--- src/rtl/evt_timer_pkg.sv ---
package evt_timer_pkg;

  localparam int SEL_W = 2;
  localparam int PSC_W = (1 << SEL_W) - 1;

  typedef logic [SEL_W-1:0] div_sel_t;
  typedef logic [PSC_W-1:0] psc_cnt_t;

  typedef enum logic {
    TSRC_INT = 1'b0,
    TSRC_EXT = 1'b1
  } tick_src_t;

  // terminal divider count for a given select: 2^sel - 1
  function automatic psc_cnt_t psc_limit(input div_sel_t sel);
    return psc_cnt_t'((1 << sel) - 1);
  endfunction

  function automatic logic psc_at_limit(input psc_cnt_t pc, input div_sel_t sel);
    return (pc & psc_limit(sel)) == psc_limit(sel);
  endfunction

endpackage

--- src/rtl/evt_int_tick.sv ---
module evt_int_tick #(
  parameter int DIV = 4
) (
  input  logic clk,
  input  logic rst_n,
  output logic tick
);
  localparam int PH_W = (DIV > 1) ? $clog2(DIV) : 1;
  localparam logic [PH_W-1:0] PH_LAST = PH_W'(DIV - 1);

  logic [PH_W-1:0] ph_q;

  always_ff @(posedge clk or negedge rst_n) begin
    if (!rst_n)               ph_q <= '0;
    else if (ph_q == PH_LAST) ph_q <= '0;
    else                      ph_q <= ph_q + 1'b1;
  end

  assign tick = (ph_q == PH_LAST);

  generate
    if (DIV > 1) begin : g_gap_chk
      AST_INT_TICK_GAP: assert property (@(posedge clk) disable iff (!rst_n)
        tick |=> !tick);
    end
  endgenerate

endmodule

--- src/rtl/evt_ext_front.sv ---
module evt_ext_front #(
  parameter int STAGES = 2
) (
  input  logic clk,
  input  logic rst_n,
  input  logic ext_in,
  input  logic run_en,
  input  logic wr_any,
  output logic ext_tick
);
  logic [STAGES-1:0] sync_q;
  logic              synced;
  logic              prev_q;
  logic              rise_evt;
  logic              fall_evt;
  logic              armed_q;

  generate
    if (STAGES > 1) begin : g_chain
      always_ff @(posedge clk or negedge rst_n) begin
        if (!rst_n) sync_q <= '0;
        else        sync_q <= {sync_q[STAGES-2:0], ext_in};
      end
    end else begin : g_single
      always_ff @(posedge clk or negedge rst_n) begin
        if (!rst_n) sync_q <= '0;
        else        sync_q <= ext_in;
      end
    end
  endgenerate

  assign synced = sync_q[STAGES-1];

  always_ff @(posedge clk or negedge rst_n) begin
    if (!rst_n) prev_q <= 1'b0;
    else        prev_q <= synced;
  end

  assign rise_evt = synced & ~prev_q;
  assign fall_evt = ~synced & prev_q;

  // arming: cleared by write, or by sitting disabled with the pin high
  always_ff @(posedge clk or negedge rst_n) begin
    if (!rst_n)                armed_q <= 1'b0;
    else if (wr_any)           armed_q <= 1'b0;
    else if (!run_en && synced) armed_q <= 1'b0;
    else if (run_en && fall_evt) armed_q <= 1'b1;
  end

  assign ext_tick = armed_q & rise_evt;

  AST_ARM_DROP_ON_WR: assert property (@(posedge clk) disable iff (!rst_n)
    wr_any |=> !armed_q);
  AST_ARM_DROP_OFF_HIGH: assert property (@(posedge clk) disable iff (!rst_n)
    (!run_en && synced) |=> !armed_q);
  AST_ARM_AFTER_FALL: assert property (@(posedge clk) disable iff (!rst_n)
    $rose(armed_q) |-> ($past(run_en) && $past(prev_q) && !$past(synced)));
  AST_EXT_TICK_ONE_CYCLE: assert property (@(posedge clk) disable iff (!rst_n)
    ext_tick |=> !ext_tick);

endmodule

--- src/rtl/evt_prescale.sv ---
module evt_prescale
  import evt_timer_pkg::*;
(
  input  logic     clk,
  input  logic     rst_n,
  input  logic     run_en,
  input  logic     tick_in,
  input  logic     clr,
  input  div_sel_t div_sel,
  output logic     inc
);
  psc_cnt_t pc_q;
  logic     at_lim;
  logic     step;

  assign at_lim = psc_at_limit(pc_q, div_sel);
  assign step   = run_en & tick_in & ~clr;
  assign inc    = step & at_lim;

  always_ff @(posedge clk or negedge rst_n) begin
    if (!rst_n)    pc_q <= '0;
    else if (clr)  pc_q <= '0;
    else if (step) pc_q <= at_lim ? '0 : pc_q + 1'b1;
  end

  AST_PSC_CLEARED_BY_WR: assert property (@(posedge clk) disable iff (!rst_n)
    clr |=> (pc_q == '0));
  AST_PSC_FROZEN_OFF: assert property (@(posedge clk) disable iff (!rst_n)
    (!run_en && !clr) |=> $stable(pc_q));
  AST_PSC_DIV1_PASS: assert property (@(posedge clk) disable iff (!rst_n)
    (div_sel == '0 && run_en && tick_in && !clr) |-> inc);

endmodule

--- src/rtl/evt_timer16.sv ---
module evt_timer16
  import evt_timer_pkg::*;
#(
  parameter int CNT_W       = 16,
  parameter int INT_DIV     = 4,
  parameter int SYNC_STAGES = 2
) (
  input  logic               clk,
  input  logic               rst_n,
  input  logic               run_en,
  input  logic               src_ext,
  input  logic [1:0]         div_sel,
  input  logic               ext_in,
  input  logic               wr_hi,
  input  logic               wr_lo,
  input  logic [CNT_W/2-1:0] wr_data,
  input  logic               ovf_clr,
  output logic [CNT_W-1:0]   count_q,
  output logic               ovf_flag
);
  localparam int HALF_W = CNT_W / 2;

  function automatic logic [CNT_W-1:0] load_halves(
    input logic [CNT_W-1:0]  cur,
    input logic [HALF_W-1:0] data,
    input logic              hi,
    input logic              lo
  );
    logic [CNT_W-1:0] r;
    r = cur;
    if (hi) r[CNT_W-1:HALF_W] = data;
    if (lo) r[HALF_W-1:0]     = data;
    return r;
  endfunction

  tick_src_t        src;
  logic             wr_any;
  logic             int_tick;
  logic             ext_tick;
  logic             tick_sel;
  logic             inc_evt;
  logic             ovf_evt;
  logic [CNT_W-1:0] cnt_q;
  logic [CNT_W-1:0] cnt_d;
  logic             flag_q;

  assign src    = tick_src_t'(src_ext);
  assign wr_any = wr_hi | wr_lo;

  evt_int_tick #(.DIV(INT_DIV)) u_int_tick (
    .clk  (clk),
    .rst_n(rst_n),
    .tick (int_tick)
  );

  evt_ext_front #(.STAGES(SYNC_STAGES)) u_ext_front (
    .clk     (clk),
    .rst_n   (rst_n),
    .ext_in  (ext_in),
    .run_en  (run_en),
    .wr_any  (wr_any),
    .ext_tick(ext_tick)
  );

  assign tick_sel = (src == TSRC_EXT) ? ext_tick : int_tick;

  evt_prescale u_prescale (
    .clk    (clk),
    .rst_n  (rst_n),
    .run_en (run_en),
    .tick_in(tick_sel),
    .clr    (wr_any),
    .div_sel(div_sel),
    .inc    (inc_evt)
  );

  assign ovf_evt = inc_evt & (cnt_q == '1);

  always_comb begin
    if (wr_any)       cnt_d = load_halves(cnt_q, wr_data, wr_hi, wr_lo);
    else if (inc_evt) cnt_d = cnt_q + 1'b1;
    else              cnt_d = cnt_q;
  end

  always_ff @(posedge clk or negedge rst_n) begin
    if (!rst_n) cnt_q <= '0;
    else        cnt_q <= cnt_d;
  end

  always_ff @(posedge clk or negedge rst_n) begin
    if (!rst_n)       flag_q <= 1'b0;
    else if (ovf_evt) flag_q <= 1'b1;
    else if (ovf_clr) flag_q <= 1'b0;
  end

  assign count_q  = cnt_q;
  assign ovf_flag = flag_q;

  AST_CNT_FROZEN_OFF: assert property (@(posedge clk) disable iff (!rst_n)
    (!run_en && !wr_any) |=> $stable(count_q));
  AST_INC_BY_ONE: assert property (@(posedge clk) disable iff (!rst_n)
    (inc_evt && !wr_any) |=> (count_q == $past(count_q) + 1'b1));
  AST_OVF_SETS_FLAG: assert property (@(posedge clk) disable iff (!rst_n)
    ovf_evt |=> ovf_flag);
  AST_OVF_WRAPS_ZERO: assert property (@(posedge clk) disable iff (!rst_n)
    ovf_evt |=> (count_q == '0));
  AST_OVF_STICKY: assert property (@(posedge clk) disable iff (!rst_n)
    (ovf_flag && !ovf_clr) |=> ovf_flag);
  AST_WR_LO_WINS: assert property (@(posedge clk) disable iff (!rst_n)
    wr_lo |=> (count_q[HALF_W-1:0] == $past(wr_data)));
  AST_WR_HI_WINS: assert property (@(posedge clk) disable iff (!rst_n)
    wr_hi |=> (count_q[CNT_W-1:HALF_W] == $past(wr_data)));

endmodule

--- config.mk ---
export PLATFORM = sky130hd
export DESIGN_NAME = evt_timer16
export DESIGN_NICKNAME = d
export VERILOG_FILES = /design/src/rtl/evt_timer_pkg.sv /design/src/rtl/evt_int_tick.sv /design/src/rtl/evt_ext_front.sv /design/src/rtl/evt_prescale.sv /design/src/rtl/evt_timer16.sv
export SDC_FILE = /design/constraint.sdc
export NUM_CORES = 1
export LEC_CHECK = 0
export ABC_AREA = 1
export CAP_MARGIN = 25
export CELL_PAD_IN_SITES_DETAIL_PLACEMENT = 1
export CELL_PAD_IN_SITES_GLOBAL_PLACEMENT = 1
export CORE_MARGIN = 2
export CORE_UTILIZATION = 34
export CTS_BUF_LIST = sky130_fd_sc_hd__clkbuf_4
export CTS_CLUSTER_DIAMETER = 60
export DETAILED_ROUTE_END_ITERATION = 6
export PLACE_DENSITY_LB_ADDON = 0.1
export SETUP_SLACK_MARGIN = 0.5
export SYNTH_ARGS = -nofsm -noshare
export SYNTH_HDL_FRONTEND = slang
export SYNTH_SLANG_ARGS = --single-unit
export TNS_END_PERCENT = 30
--- constraint.sdc ---
create_clock -name clk -period 1.4 [get_ports clk]
set_clock_uncertainty 0.1 [all_clocks]
set_input_delay 0.21 -clock clk [delete_from_list [all_inputs] [get_ports clk]]
set_output_delay 0.21 -clock clk [all_outputs]
set_load 0.02 [all_outputs]
; Word-level counts from Yosys, hierarchy flattened
; Cells that the tools add are included.
[totals]
ff_bits = 26
latchBits = 0
mem_bits_rw = 0
romBits = 0
inputBits = 18
output_inout_bits = 17
elab_cells = 53
mem_count = 0
[classes]
add_sub_neg = 4
multipliers = 0
div = 0
order_cmp = 0
n_eq_ne = 5
shift = 1
muxes = 14
bitwise = 12
reduce_logical = 9
[op_table]
columns = op, count
row1 = $mux W16, 2
row2 = $add A16 B1 Y16 const B, 1
row3 = $eq A16 B16 Y1 const B, 1
row4 = $mux W8, 2
row5 = $mux W3, 3
row6 = $and A1 B1 Y1, 7
row7 = $mux W1, 6
row8 = $reduce_bool A2 Y1, 3
row9 = $ne A2 B2 Y1 const B, 2
row10 = $reduce_and A2 Y1, 2
row11 = $add A3 B1 Y3 const B, 1
row12 = $and A3 B3 Y3, 1
row13 = $eq A3 B3 Y1, 1
row14 = $not A1 Y1, 3
row15 = $reduce_bool A3 Y1, 1
row16 = $shl A1 B2 Y3 const A, 1
row17 = $sub A3 B2 Y3 const B, 1
row18 = $add A2 B1 Y2 const B, 1
row19 = $eq A2 B2 Y1 const B, 1
row20 = $logic_and A1 B1 Y1, 2
row21 = $mux W2, 1
row22 = $logic_not A1 Y1, 1
row23 = $or A1 B1 Y1, 1

; Depth between registers and ports, before layout
[depth]
word_depth = 9
mapped_depth = 10

; By module
; Synthesis repeated with hierarchy kept, for this count alone.
[hier_totals]
cells_unflattened = 227
hier_area_um2 = 1622.8
[modules_own_cells]
columns = mod, instances, cells_each, area_each_um2
row1 = evt_timer16, 1, 176, 1206.2
row2 = evt_prescale, 1, 34, 209.0
row3 = evt_ext_front, 1, 13, 141.4
row4 = evt_int_tick, 1, 4, 66.3

; Worst setup path after synthesis
; No wires, ideal clock.
[synth_path]
path_kind = reg2reg
from = reg cnt_q[1] (netlist: count_q[1])
to = reg cnt_q[14] (netlist: count_q[14])
arrival_ns = 1.311
required_ns = 1.183
setup_slack_ns = -0.128
stages_incl_launch_ff = 9
path_buffers = 0
synth_period_minus_slack_ns = 1.528
cell_sequence = dfrtp_1 -> ha_1 -> nand2_2 -> nor2_4 -> nand4_1 -> nand3_1 -> nand2_1 -> nand2_1 -> nand2_1
[synth_via]
elab_chain_cells = 3
[synth_lines]
columns = element, line_no
row1 = start: declaration, evt_timer16.sv:43  ; logic [CNT_W-1:0] cnt_q;
row2 = start signal: assignment, evt_timer16.sv:87  ; else cnt_q <= cnt_d;
row3 = $add A16 B1 Y16, evt_timer16.sv:81  ; else if (inc_evt) cnt_d = cnt_q + 1'b1;
row4 = $mux W16, evt_timer16.sv:81
row5 = $mux W16, evt_timer16.sv:80  ; if (wr_any) cnt_d = load_halves(cnt_q, wr_data, wr_hi, wr_lo);
; No other way between the ends. The select of a mux whose other input is x is not followed.
; A chain may end at the register's enable or synchronous reset.

; Worst setup path in the final report
[layout_path]
from = reg u_int_tick.ph_q[0]
to = reg cnt_q[10] (netlist: count_q[10])
[layout_via]
elab_chain_cells = 7
[layout_lines]
columns = element, line_no
row1 = start: declaration, evt_int_tick.sv:11  ; logic [PH_W-1:0] ph_q;
row2 = start signal: assignment, evt_int_tick.sv:16  ; else ph_q <= ph_q + 1'b1;
row3 = $eq A2 B2 Y1, evt_int_tick.sv:19  ; assign tick = (ph_q == PH_LAST);
row4 = $mux W1, evt_timer16.sv:65  ; assign tick_sel = (src == TSRC_EXT) ? ext_tick : int_tick;
row5 = $and A1 B1 Y1 (2 in a row), evt_prescale.sv:17  ; assign step = run_en & tick_in & ~clr;
row6 = $and A1 B1 Y1, evt_prescale.sv:18  ; assign inc = step & at_lim;
row7 = $reduce_bool A2 Y1 (no line), --
row8 = $reduce_and A2 Y1 (no line), --
; No other way between the ends.

==> out/summary.txt <==
YS warnings - 0
Startpoint Class - flip-flop
Total congestion overflow - 0
Die area - 5385 um2
Grt peak-use layer - met2
Dpl ws - -0.2987 ns
CTS root buffer - clkbuf_4
IO Count - 35
Placer Congestion - 0.7867
Slew margin rel. - 86.21%
Met3 Track Usage GR - 2.195%
Fillers - 590
Tcrit/Tclk final - 108.5%
Kind of critical path - reg2reg
Max Cap Viol - 0
Die X - 73.38 um
Met2 Resource Use GR - 34.43%
Final Max Slew Viols - 0
Cell area after synthesis - 1637 um2
Setup TNS Final - -1.100 ns
Top cells by area, synth - dfrtp_1 (40%), nand2_1 (19%), nand3_1 (5.5%), inv_1 (4.4%), o21ai_1 (3.1%)
H-tree depth - 1
Yosys top cell area share - 39.76%
Worst r2r path cells - 8
DR vias/cell - 4.871
WL final - 4.731 mm
CP max stage delay - 0.42 ns
Area Growth Syn to Fin - 49.92%
Initial antenna violation count - 0
GRT Total Usage - 18.84%
Post-layout minimum cycle time - 1.520 ns
Mapped Nets - 241
Final nets - 309
Pwr per Cell Area - 863.2 nW/um2
Final ANT Viol Nets - 0
Final worst slack - -0.1197 ns
Worst slew pin tran - 0.2061 ns
Count leader, synth - nand2_1
CTS sink cnt - 26
Via count - 1661
WP data arrival - 1.70 ns
Pin count of the biggest net entering global routing - 27
Largest fanout on the critical path - 7
Die H - 73.38 um
Hpwl dp - 3.506 mm
Final hold vios - 0
TritonCTS Buffers - 3
Met1 usage - 23.37%
Crit. End Element - flip-flop
Worst-path cell chain - ha_4 > nor2_4 > a21oi_4 > nand4_4 > nand2_4 > buf_6 > nand2_2 > nand2_1
Share of post-route cells with drive strength above 1 - 35.54%
Initial Util - 34.88%
Yosys cell types - 27
Synthesized flop and latch total - 26
Clock Latency Late Sink - 0.34 ns
Avg WL per Cell - 13.87 um
Area leader, netlist - dfrtp_1
Worst min path class - in2async
Tot Pwr - 2.118 mW
Lkg Pwr - 1.211 nW
Max VDD drop - 396.9 uV
Post-synth top cells - nand2_1 (83), dfrtp_1 (26), inv_1 (19)
Post-synth top flop - dfrtp_1
Residual DRC - 0
Mean Syn Cell Area - 7.439 um2
RSZ-0062 raised after global routing - yes
Clock transition at path regs - 0.16 ns
Post-synthesis sequential area ratio - 39.76%
Post-Syn Instances - 220
Ys async rst share - 100.0%
Highest clock rate - 0.6580 GHz
Drt pass-1 iters - 4
FP Rows - 25
Drt initial violations - 37
Final setup fails - 18
EDFF count, synth - 0
Slowest cell on the critical path - dfrtp_1
Worst path required time - 1.58 ns
Core box area - 4692 um2
CTS tree - built
Vias in the first global route - 1682
Clk buf depth - 2
Global-route wire length before repair - 7.886 mm
Failing checks - negative setup slack
PortBufs - 34
Outcome - complete, but fails checks
Diodes inserted - 0
flip-flops by register name, summed over array words and instances (netlist names):
name	cells
count_q	16
ovf_flag	1
u_ext_front.armed_q	1
u_ext_front.prev_q	1
u_ext_front.sync_q	2
u_int_tick.ph_q	2
u_prescale.pc_q	3
final timing paths:
| check | startpoint | to | slack (ns) |
|---|---|---|---|
| worst max-delay path | u_int_tick.ph_q[0] | count_q[10] | -0.12 |
| worst min-delay path | rst_n | count_q[4] | 0.11 |
| worst max register to register | u_int_tick.ph_q[0] | count_q[10] | -0.12 |
| worst min register to register | u_ext_front.sync_q[0] | u_ext_front.sync_q[1] | 0.27 |
| max in group asynchronous | rst_n | count_q[9] | 0.91 |
| min in group clk | ext_in | u_ext_front.sync_q[0] | 0.18 |
report_power, final:
| group | internal, mW | total, mW | switching [mW] |
|---|---|---|---|
| Combinational | 0.336 | 0.678 | 0.342 |
| Sequential | 0.816 | 0.901 | 0.0860 |
| Clock | 0.290 | 0.539 | 0.249 |
| Total | 1.44 | 2.12 | 0.677 |
per-layer routing:
metal / share of wire [%] / vias to the layer above / wire length, um
met2: 51 / 25 / 2421
met3: 2.4 / 8 / 115
met1: 45 / 795 / 2117
met5: 0 / - / 0
li1: - / 833 / -
met4: 1.6 / 0 / 76
through the flow:
step / hold slack, ns / cell area [um2] / std cells / utilization [%]
2_1_floorplan: -0.1856 / 1665 / 220 / -
5_1_grt: 0.09900 / 2454 / 341 / 52.29
6_report: 0.1096 / 2454 / 341 / 52.29
3_3_place_gp: 0.2332 / 2231 / 327 / 47.55
3_5_place_dp: 0.2386 / 2231 / 327 / 47.55
4_1_cts: 0.1099 / 2351 / 339 / 50.11
cells in the final DEF (no fill, tap or decap), types with 2 or more instances in the layout:
cell type / netlist / final
clkdlybuf4s50_1: 0 / 17
a21o_1: 2 / 2
ha_4: 0 / 2
buf_4: 1 / 26
a21oi_1: 3 / 3
buf_12: 0 / 2
nand2_1: 83 / 75
o21ai_1: 10 / 11
nand3_2: 2 / 2
o22ai_1: 2 / 2
clkbuf_4: 0 / 3
inv_1: 19 / 19
nand4_1: 3 / 3
nor2_1: 6 / 5
o21ai_2: 0 / 2
buf_6: 1 / 19
dfrtp_2: 0 / 8
inv_6: 0 / 2
nand2_4: 3 / 4
nor2_4: 4 / 5
dfrtp_1: 26 / 18
nor2_2: 3 / 4
nand2_2: 6 / 12
inv_2: 8 / 6
nand3_1: 18 / 18
xor2_1: 3 / 3
o21ai_0: 8 / 5
logic make-up (layout without fill, tap and decap cells):
kind of cell	after synthesis	count (layout)	synth area share (%)
AO/OA/AOI/OAI	27	27	9.557
AND/OR/NAND/NOR	131	132	38.61
buffers and inverters	30	96	8.181
flip-flops	26	26	39.76
XOR/XNOR	3	3	1.606
adder cells (fa/ha/maj)	3	3	2.294
critical path: cells and delay by family (launching register included):
family	cells	cell delay, ns
AOI/OAI and AO/OA	1	0.16
adders and majority gates	1	0.16
buffers and inverters	1	0.13
DFF	1	0.42
and+or+nand+nor	5	0.50
cell type report:
class,count,area [um2],area share [%]
multi-input combinational,165,937.1,38.19
sequential,26,660.6,26.93
timing repair buffer,65,624.3,25.45
inverter,27,111.4,4.539
tap,54,67.56,2.754
clock inverter,1,30.03,1.224
clock buffer,3,22.52,0.9179
repair_timing:
action / in CTS / in global routing
pin swaps: 4 / 7
gates cloned: 1 / 0
endpoints found under the setup margin: 39 / 40
setup buffers: 7 / 2
gates resized for setup: 101 / 24
hold buffers: 0 / 0
Power figures use the tool's default switching activity.
